<file path="config.mk">
export PLATFORM = sky130hd
export DESIGN_NAME = mw_eeprom
export DESIGN_NICKNAME = d
export VERILOG_FILES = /design/src/rtl/mw_pkg.sv /design/src/rtl/mw_sync.sv /design/src/rtl/mw_prog_timer.sv /design/src/rtl/mw_array.sv /design/src/rtl/mw_eeprom.sv
export SDC_FILE = /design/constraint.sdc
export NUM_CORES = 2
export LEC_CHECK = 0
export BUFFER_PORTS_ARGS = -buffer_cell sky130_fd_sc_hd__clkbuf_2
export CORE_ASPECT_RATIO = 2
export CORE_MARGIN = 2
export CORE_UTILIZATION = 64
export DETAILED_ROUTE_END_ITERATION = 12
export GPL_ROUTABILITY_DRIVEN = 0
export GPL_TIMING_DRIVEN = 0
export PLACE_DENSITY = 0.8
export SETUP_SLACK_MARGIN = 0.1
export SYNTH_ARGS = -nofsm -noshare
export SYNTH_HDL_FRONTEND = slang
export SYNTH_HIERARCHICAL = 1
export SYNTH_SLANG_ARGS = --single-unit
</file>
<file path="constraint.sdc">
create_clock -name clk_i -period 3.7 [get_ports clk_i]
set_clock_uncertainty 0.05 [all_clocks]
set_input_delay 0.185 -clock clk_i [delete_from_list [all_inputs] [get_ports clk_i]]
set_output_delay 0.185 -clock clk_i [all_outputs]
set_load 0.02 [all_outputs]
</file>
<file path="src/rtl/mw_pkg.sv">
package mw_pkg;
  typedef enum logic [2:0] {
    ST_IDLE, ST_OPC, ST_ADDR, ST_DATA, ST_READ, ST_ARMED, ST_HOLD
  } mw_state_e;

  typedef enum logic [2:0] {
    PK_NONE, PK_WORD, PK_ALL, PK_WEN, PK_WDIS
  } mw_pend_e;

  localparam logic [1:0] OP_EXT   = 2'b00;
  localparam logic [1:0] OP_WRITE = 2'b01;
  localparam logic [1:0] OP_READ  = 2'b10;
  localparam logic [1:0] OP_ERASE = 2'b11;

  localparam logic [1:0] EX_WDIS = 2'b00;
  localparam logic [1:0] EX_WRAL = 2'b01;
  localparam logic [1:0] EX_ERAL = 2'b10;
  localparam logic [1:0] EX_WEN  = 2'b11;
endpackage

</file>
<file path="src/rtl/mw_sync.sv">
module mw_sync #(
  parameter int STAGES = 2
) (
  input  logic clk_i,
  input  logic rst_ni,
  input  logic d_i,
  output logic q_o
);
  logic [STAGES-1:0] sr_q;

  always_ff @(posedge clk_i or negedge rst_ni) begin
    if (!rst_ni) sr_q <= '0;
    else         sr_q <= {sr_q[STAGES-2:0], d_i};
  end

  assign q_o = sr_q[STAGES-1];
endmodule

</file>
<file path="src/rtl/mw_prog_timer.sv">
module mw_prog_timer #(
  parameter int CYCLES = 40
) (
  input  logic clk_i,
  input  logic rst_ni,
  input  logic start_i,
  output logic busy_o,
  output logic done_o
);
  localparam int CW = $clog2(CYCLES + 1);
  logic [CW-1:0] cnt_q;

  always_ff @(posedge clk_i or negedge rst_ni) begin
    if (!rst_ni)            cnt_q <= '0;
    else if (start_i)       cnt_q <= CW'(CYCLES);
    else if (cnt_q != '0)   cnt_q <= cnt_q - CW'(1);
  end

  assign busy_o = (cnt_q != '0);
  assign done_o = (cnt_q == CW'(1)) && !start_i;
endmodule

</file>
<file path="src/rtl/mw_array.sv">
module mw_array #(
  parameter int WORDS  = 64,
  parameter int WIDTH  = 16,
  localparam int AW    = $clog2(WORDS)
) (
  input  logic             clk_i,
  input  logic             rst_ni,
  input  logic             we_i,
  input  logic             all_i,
  input  logic [AW-1:0]    waddr_i,
  input  logic [WIDTH-1:0] wdata_i,
  input  logic [AW-1:0]    raddr_i,
  output logic [WIDTH-1:0] rdata_o
);
  logic [WIDTH-1:0] mem_q [WORDS];

  for (genvar i = 0; i < WORDS; i++) begin : g_word
    always_ff @(posedge clk_i or negedge rst_ni) begin
      if (!rst_ni)                                      mem_q[i] <= '1;
      else if (all_i || (we_i && waddr_i == AW'(i)))    mem_q[i] <= wdata_i;
    end
  end

  assign rdata_o = mem_q[raddr_i];
endmodule

</file>
<file path="src/rtl/mw_eeprom.sv">
module mw_eeprom
  import mw_pkg::*;
#(
  parameter int ADDR_W      = 6,
  parameter int DATA_W      = 16,
  parameter int PROG_CYCLES = 40,
  parameter int SYNC_STAGES = 2
) (
  input  logic clk_i,
  input  logic rst_ni,
  input  logic cs_i,
  input  logic sk_i,
  input  logic di_i,
  output logic do_o,
  output logic do_oe_o
);
  localparam int WORDS = 1 << ADDR_W;
  localparam int CNT_W = $clog2(DATA_W + 1);

  logic cs_s, sk_s, di_s, cs_q, sk_q;
  logic cs_fall, sk_rise;

  mw_sync #(.STAGES(SYNC_STAGES)) u_sync_cs (.clk_i, .rst_ni, .d_i(cs_i), .q_o(cs_s));
  mw_sync #(.STAGES(SYNC_STAGES)) u_sync_sk (.clk_i, .rst_ni, .d_i(sk_i), .q_o(sk_s));
  mw_sync #(.STAGES(SYNC_STAGES)) u_sync_di (.clk_i, .rst_ni, .d_i(di_i), .q_o(di_s));

  always_ff @(posedge clk_i or negedge rst_ni) begin
    if (!rst_ni) begin
      cs_q <= 1'b0;
      sk_q <= 1'b0;
    end else begin
      cs_q <= cs_s;
      sk_q <= sk_s;
    end
  end

  assign cs_fall = cs_q && !cs_s;
  assign sk_rise = sk_s && !sk_q;

  mw_state_e          state_q;
  mw_pend_e           pend_q;
  logic [CNT_W-1:0]   cnt_q;
  logic [1:0]         op_q;
  logic [ADDR_W-1:0]  addr_q, addr_nx;
  logic [DATA_W-1:0]  data_q, rdata;
  logic [DATA_W:0]    out_sr_q;
  logic               wen_q, rdy_q;
  logic               busy, tmr_done, launch, prog_start, arr_we, arr_all;

  assign addr_nx    = {addr_q[ADDR_W-2:0], di_s};
  assign launch     = cs_fall && (state_q == ST_ARMED);
  assign prog_start = launch && wen_q && (pend_q == PK_WORD || pend_q == PK_ALL);
  assign arr_we     = prog_start && (pend_q == PK_WORD);
  assign arr_all    = prog_start && (pend_q == PK_ALL);

  mw_prog_timer #(.CYCLES(PROG_CYCLES)) u_timer (
    .clk_i, .rst_ni, .start_i(prog_start), .busy_o(busy), .done_o(tmr_done)
  );

  mw_array #(.WORDS(WORDS), .WIDTH(DATA_W)) u_array (
    .clk_i, .rst_ni,
    .we_i(arr_we), .all_i(arr_all), .waddr_i(addr_q), .wdata_i(data_q),
    .raddr_i(addr_nx), .rdata_o(rdata)
  );

  always_ff @(posedge clk_i or negedge rst_ni) begin
    if (!rst_ni) begin
      state_q  <= ST_IDLE;
      pend_q   <= PK_NONE;
      cnt_q    <= '0;
      op_q     <= '0;
      addr_q   <= '0;
      data_q   <= '0;
      out_sr_q <= '0;
      wen_q    <= 1'b0;
      rdy_q    <= 1'b0;
    end else begin
      if (tmr_done) rdy_q <= 1'b1;
      if (!cs_s) begin
        state_q <= ST_IDLE;
        if (launch && pend_q == PK_WEN)  wen_q <= 1'b1;
        if (launch && pend_q == PK_WDIS) wen_q <= 1'b0;
      end else if (sk_rise && !busy) begin
        unique case (state_q)
          ST_IDLE: if (di_s) begin   // start bit; zeros before it are skipped
            state_q <= ST_OPC;
            cnt_q   <= '0;
            rdy_q   <= 1'b0;
          end
          ST_OPC: begin
            op_q <= {op_q[0], di_s};
            if (cnt_q == CNT_W'(1)) begin
              state_q <= ST_ADDR;
              cnt_q   <= '0;
            end else cnt_q <= cnt_q + CNT_W'(1);
          end
          ST_ADDR: begin
            addr_q <= addr_nx;
            if (cnt_q == CNT_W'(ADDR_W - 1)) begin
              cnt_q <= '0;
              unique case (op_q)
                OP_READ: begin
                  out_sr_q <= {1'b0, rdata};
                  state_q  <= ST_READ;
                end
                OP_WRITE: begin
                  pend_q  <= PK_WORD;
                  state_q <= ST_DATA;
                end
                OP_ERASE: begin
                  pend_q  <= PK_WORD;
                  data_q  <= '1;
                  state_q <= ST_ARMED;
                end
                default: begin
                  unique case (addr_nx[ADDR_W-1 -: 2])
                    EX_WEN:  begin pend_q <= PK_WEN;  state_q <= ST_ARMED; end
                    EX_WDIS: begin pend_q <= PK_WDIS; state_q <= ST_ARMED; end
                    EX_ERAL: begin pend_q <= PK_ALL; data_q <= '1; state_q <= ST_ARMED; end
                    default: begin pend_q <= PK_ALL;  state_q <= ST_DATA;  end
                  endcase
                end
              endcase
            end else cnt_q <= cnt_q + CNT_W'(1);
          end
          ST_DATA: begin
            data_q <= {data_q[DATA_W-2:0], di_s};
            if (cnt_q == CNT_W'(DATA_W - 1)) state_q <= ST_ARMED;
            else cnt_q <= cnt_q + CNT_W'(1);
          end
          ST_READ:  out_sr_q <= {out_sr_q[DATA_W-1:0], 1'b0};
          ST_ARMED: state_q <= ST_HOLD;   // late clock edge abandons the instruction
          default:  ;
        endcase
      end
    end
  end

  assign do_oe_o = cs_s && (busy || rdy_q || state_q == ST_READ);
  assign do_o    = busy ? 1'b0 : (rdy_q ? 1'b1 : out_sr_q[DATA_W]);
endmodule

</file>
=== Word-level counts from Yosys, hierarchy flattened ===
Index checks and enable logic that the tools add are counted.

* Flip-flop bits (word level): 1,092
* Latch bits: 0
* Memory bits (writable): 0
* ROM bits: 0
* Word-level logic and storage cells: 382
* Memories kept: 0

* Add/sub/neg operators: 2
* Multiply operators: 0
* Div/mod/pow operators: 0
* Magnitude comparators: 1
* Equality and inequality tests: 93
* Shifts and indexed selects: 0
* Mux-type cells: 37
* Bitwise logic cells: 3
* Reductions and logical operators: 167

{| class="wikitable"
|+ Operators with widths
! operator !! count
|-
| equality test 6 bit, second input constant || 32
|-
| binary-select mux 16 bit (select 6 bit) || 1
|-
| equality test 6 x 5 -> 1 bit, second input constant || 16
|-
| logical AND 1 bit || 76
|-
| logical OR 1 bit || 67
|-
| 2-to-1 mux 16 bit || 4
|-
| one-hot mux 16 bit (2 select lines) || 2
|-
| equality test 6 x 4 -> 1 bit, second input constant || 8
|-
| 2-to-1 mux 17 bit || 2
|-
| one-hot mux 17 bit (2 select lines) || 1
|-
| equality test 6 x 3 -> 1 bit, second input constant || 4
|-
| 2-to-1 mux 3 bit || 7
|-
| 2-to-1 mux 5 bit || 4
|-
| one-hot mux 5 bit (4 select lines) || 1
|-
| one-hot mux 3 bit (5 select lines) || 1
|-
| AND reduction 5 bit || 3
|-
| equality test 3 x 2 -> 1 bit, second input constant || 4
|-
| equality test 6 x 1 -> 1 bit, second input constant || 2
|-
| equality test 6 x 2 -> 1 bit, second input constant || 2
|-
| 2-to-1 mux 6 bit || 2
|-
| one-hot mux 3 bit (2 select lines) || 2
|-
| AND reduction 6 bit || 2
|-
| equality test 3 bit, second input constant || 3
|-
| 2-to-1 mux 1 bit || 9
|-
| other kinds (29) || 48
|}

=== Depth between registers and ports, before layout ===
* Word-level depth: 12
* Mapped depth: 11
* Gate-level depth less buffers: 8

=== Modules after synthesis ===
Netlist, hierarchy kept.

{| class="wikitable"
|+ Modules (own cells, without submodules)
! module !! instances !! cells each !! area each (sq um)
|-
| mw_array || 1 || 2,997 || 49,227.2
|-
| mw_eeprom || 1 || 236 || 2,917.8
|-
| mw_prog_timer || 1 || 38 || 385.4
|-
| mw_sync || 3 || 2 || 50.0
|}

=== Worst setup path before layout ===
OpenSTA, ideal clock, no wires.

* Path kind: reg-to-reg
* From: register addr_q[0]
* To: register out_sr_q[2]
* Library setup time: 0.125 ns
* Arrival time: 2.934 ns
* Required time: 3.525 ns
* Path slack: 0.591 ns
* Stages on the path, launching flop included: 10
* Period minus slack after synthesis: 3.109 ns
* Cell sequence: dfrtp_1 > buf_2 > buf_2 > clkbuf_1 > mux4_2 > mux2_2 > a211oi_1 > o31ai_1 > mux2_2 > mux2_2

* Word-level cells in the longest chain between the ends: 7

{| class="wikitable"
|+ Ends and longest elaborated chain
! item !! RTL line !! text
|-
| start: declaration || mw_eeprom.sv:44 || <nowiki>logic [ADDR_W-1:0] addr_q, addr_nx;</nowiki>
|-
| start signal: assignment || mw_eeprom.sv:98 || <nowiki>addr_q <= addr_nx;</nowiki>
|-
| NOT 6 -> 7 bit (not written as such) || mw_array.sv:24 || <nowiki>assign rdata_o = mem_q[raddr_i];</nowiki>
|-
| binary-select mux 16 bit (select 6 bit) || mw_array.sv:24 ||
|-
| 2-to-1 mux 16 bit (not written as such) (2 in series) || mw_array.sv:24 ||
|-
| named net rdata[2] || mw_eeprom.sv:45 || <nowiki>logic [DATA_W-1:0] data_q, rdata;</nowiki>
|-
| 2-to-1 mux 17 bit || mw_eeprom.sv:101 || <nowiki>unique case (op_q)</nowiki>
|-
| 2-to-1 mux 17 bit || mw_eeprom.sv:99 || <nowiki>if (cnt_q == CNT_W'(ADDR_W - 1)) begin</nowiki>
|-
| one-hot mux 17 bit (2 select lines) || mw_eeprom.sv:84 || <nowiki>unique case (state_q)</nowiki>
|-
| end signal: assignment || mw_eeprom.sv:103 || <nowiki>out_sr_q <= {1'b0, rdata};</nowiki>
|-
| end signal: assignment || mw_eeprom.sv:131 || <nowiki>ST_READ: out_sr_q <= {out_sr_q[DATA_W-1:0], 1'b0};</nowiki>
|-
| end: declaration || mw_eeprom.sv:46 || <nowiki>logic [DATA_W:0] out_sr_q;</nowiki>
|}

The timed path passes the listed nets, and every way through them passes these cells. The select of a mux whose other input is x is not followed.
A chain may end at the register's enable or synchronous reset.

=== Worst setup path after layout ===
* From: register addr_q[1]
* To: register out_sr_q[5]

Same word-level chain as after synthesis.

==> summary.md <==
| Metric | Value |
|---|---|
| Total congestion overflow | `0` |
| Critical-path maximum fanout | `10` |
| Slowest CP cell | `dfrtp_4` |
| Slew HR | `8.669%` |
| Leakage | `23.69 nW` |
| Area grow syn2layout | `9.897%` |
| Clock-pin slew on the worst setup and hold paths | `0.07 ns` |
| Switching part of the total | `21.58%` |
| Final worst setup slack | `0.01972 ns` |
| Critical path capture point type | `register` |
| Synthesis warning total | `6` |
| Unrepaired setup endpoints after global routing | `true` |
| First-pass GRT wire length | `228.9 mm` |
| R2R Path Start | `addr_q[1]` |
| Primary FF master, synth | `dfstp_2` |
| Netlist cell types | `76` |
| Post-DP HPWL | `115.8 mm` |
| Max Root-Sink Buffers | `3` |
| Total Power | `22.89 mW` |
| Detailed Route WL | `157.3 mm` |
| Int Power | `17.95 mW` |
| Cell Area, Synth | `52680 sq um` |
| Max VDD drop | `336.7 uV` |
| Fin. max-slew vios | `0` |
| Overall Global Routing Usage | `38.19%` |
| Sw Pwr | `4.940 mW` |
| Nets@finish | `3409` |
| Design area | `57890 sq um` |
| Worst Path Arrival | `4.23 ns` |
| Part of the power in combinational logic | `2.5%` |
| Yosys reg bits | `1092` |
| Setup WS pre-CTS | `-1.263 ns` |
| Worst skew pair latency | `0.70 ns` |
| Finished Core Util | `71.06%` |
| Setup CP Type | `register to register` |
| Delay-heaviest family, CP | `buffers and inverters` |
| Final setup viols | `0` |
| Initial antenna violation count | `3` |
| Final ANT Viol Nets | `0` |
| Num Clock Sinks | `1092` |
| Critical path depth in cells | `9` |
| Worst EP required | `4.25 ns` |
| CP Buf/Inv Count | `4` |
| Number of fill cells | `5193` |
| CTS H-tree lvls | `3` |
| Largest net degree at the start of global routing | `129` |
| Reg2reg path depth | `9` |
| CTS tree | `done` |
| DRT iter0 DRCs | `2625` |
| Tcrit/Tclk final | `99.47%` |
| Post-synth EDFFs | `0` |
| Gate Count Post-Synth | `3277` |
| DRT Pass-1 Iters | `6` |
| Vias in the first global route | `34401` |
| Startpoint class of the critical path | `register` |
| Via density | `6.885` |
| Initial Util | `64.66%` |
| Post-Syn Area per Cell | `16.08 sq um` |
| Commonest non-fill, non-tap cells in the layout | `dfstp_2 (1024), mux2_2 (911), mux4_2 (250), clkbuf_1 (130), mux2_4 (117)` |
| Die area | `84760 sq um` |
| Sequential Power Share | `52.5%` |
| Outcome | `finished, final reports clean` |
| Port bufs | `6` |
| Clock power share | `45.0%` |
| Top Ports | `7` |
| Total CTS buffers | `92` |
| CTS root buffer | `clkbuf_16` |
| Crit path from | `addr_q[1]` |
| Worst path max stage delay | `0.58 ns` |
| Fin Hold WS | `0.02404 ns` |
| Syn_nets | `3292` |
| Worst slew pin tran | `1.370 ns` |
| Die W | `206.9 um` |
| Worst min path class | `input port to async pin` |
| Placed cell area | `54280 sq um` |
| Most common cell after layout, fill and taps aside | `dfstp_2` |
| DRC | `0` |
| Achievable Freq | `271.7 MHz` |
| PwrDens | `395.4 nW/um^2` |
| Via Count | `31120` |
| Die Ht | `409.7 um` |
| Routed len/inst | `34.81 um` |
| Final hold vios | `0` |
| Max-Cap Viols | `0` |
| Crit path time final | `3.680 ns` |
| Fraction of layout cells with a size suffix above 1 | `79.73%` |
| Post-synth ARST share | `100.0%` |
| FP Rows | `148` |
| Core Area | `81480 sq um` |
| Register area share after synthesis | `54.30%` |
| Cell Chain, Critical Path | `buf_4, buf_2, clkbuf_2, clkbuf_2, o21ai_0, o21ai_0, o32ai_2, mux2_2, mux2_2` |
## worst paths after layout
kind	to	slack, ns
max	out_sr_q[5]	0.02
max reg2reg	out_sr_q[5]	0.02
min	cnt_q[4]	0.02
min reg2reg	u_sync_di/sr_q[1]	0.31
min in group clk_i	u_sync_cs/sr_q[0]	0.09
max in group asynchronous	u_array/mem_q[517]	0.56
## cell type report
class                      count  area, sq um  area share [%]
timing repair buffer          23        362.8          0.6267
antenna                        1        2.502        0.004322
tap                         1050         1314           2.269
clock inverter                29        360.3          0.6224
clock buffer                 140         2839           4.904
inverter                      11        41.29         0.07132
multi-input combinational   1877        22580           39.00
sequential                  1092        28620           49.44
buffer                       297         1775           3.067
## power groups by stage
stage          logic [mW]  registers (mW)  clock network, mW
6_report            0.578            12.0               10.3
3_3_place_gp        0.508            12.2                  0
2_1_floorplan       0.199            12.2                  0
5_1_grt             0.635            12.0               10.9
4_1_cts             0.581            12.0               10.4
3_5_place_dp        0.567            12.2                  0
## metrics by stage
step	std cells	TNS, ns
final	4520	0
after global routing	4520	0
after CTS	4519	0
after detailed placement	4342	-18.11
after global placement	4333	-
after floorplan	3277	0
## per-layer routing
metal	track usage, %	up-vias	part of all wire, %
met2	63.86	1474	50
met3	8.710	652	6.8
met1	40.02	16572	32
li1	-	12416	-
met4	32.70	6	11
met5	0	-	0.076
## synthesized netlist by cell type (all sizes together), types with 3 or more instances
master  number  area share (%)
ha          10            0.24
o221ai      12            0.20
nand4        3           0.076
or3          3           0.055
mux4       250              11
nand3b       4           0.057
mux2      1109              25
a31oi       14            0.17
nor2        51            0.46
nand3        7           0.066
nor3        13            0.27
buf        159             2.0
nor2b       24            0.29
mux2i       37            0.70
dfrtp       68             3.2
a211oi      33            0.47
a221o        4           0.076
a311oi      12            0.20
a21oi       89             1.6
nand2b      51            0.66
o31ai       20            0.29
o21ai       36            0.34
nor3b        5            0.11
clkbuf     138            0.99
nand2       42            0.33
dfstp     1024              51
nor4         3           0.064
o22ai        8           0.095
a22o         3           0.050
and3         3           0.038
inv         11           0.078
## flip-flops by register name (all words and copies together), names as in the netlist
name            cells
sk_q                1
u_array/mem_q    1024
op_q                2
data_q             16
addr_q              6
u_timer/cnt_q       6
wen_q               1
u_sync_cs/sr_q      2
cs_q                1
cnt_q               5
u_sync_sk/sr_q      2
u_sync_di/sr_q      2
out_sr_q           17
rdy_q               1
pend_q              3
state_q             3
## worst reg2reg max path, cell delays in order (launching register included)
cell and delay (ns):
dfrtp_4 0.58, buf_4 0.35, buf_2 0.39, clkbuf_2 0.46, clkbuf_2 0.45, o21ai_0 0.19, o21ai_0 0.27, o32ai_2 0.25
mux2_2 0.34, mux2_2 0.25
## cells by family (layout without fill, tap and decap cells)
logic type	Yosys count	after routing	share of synthesized area (%)
AOI/OAI and AO/OA	248	248	3.760
xor gates and xnor gates	1	1	0.01663
adders and majority gates	10	10	0.2375
buffers and inverters	308	500	3.033
DFF	1092	1092	54.30
muxes	1396	1396	35.93
other	0	1	0
and+or+nand+nor	222	222	2.719
## repair_timing
action,4_1_cts,5_1_grt
pin swaps,0,0
hold buffers,4,0
hold endpoints to repair,33,0
resized for setup,96,40
endpoints found under the setup margin,96,179
buffers inserted,4,0
Note: power is estimated with default switching activity, not from simulation.
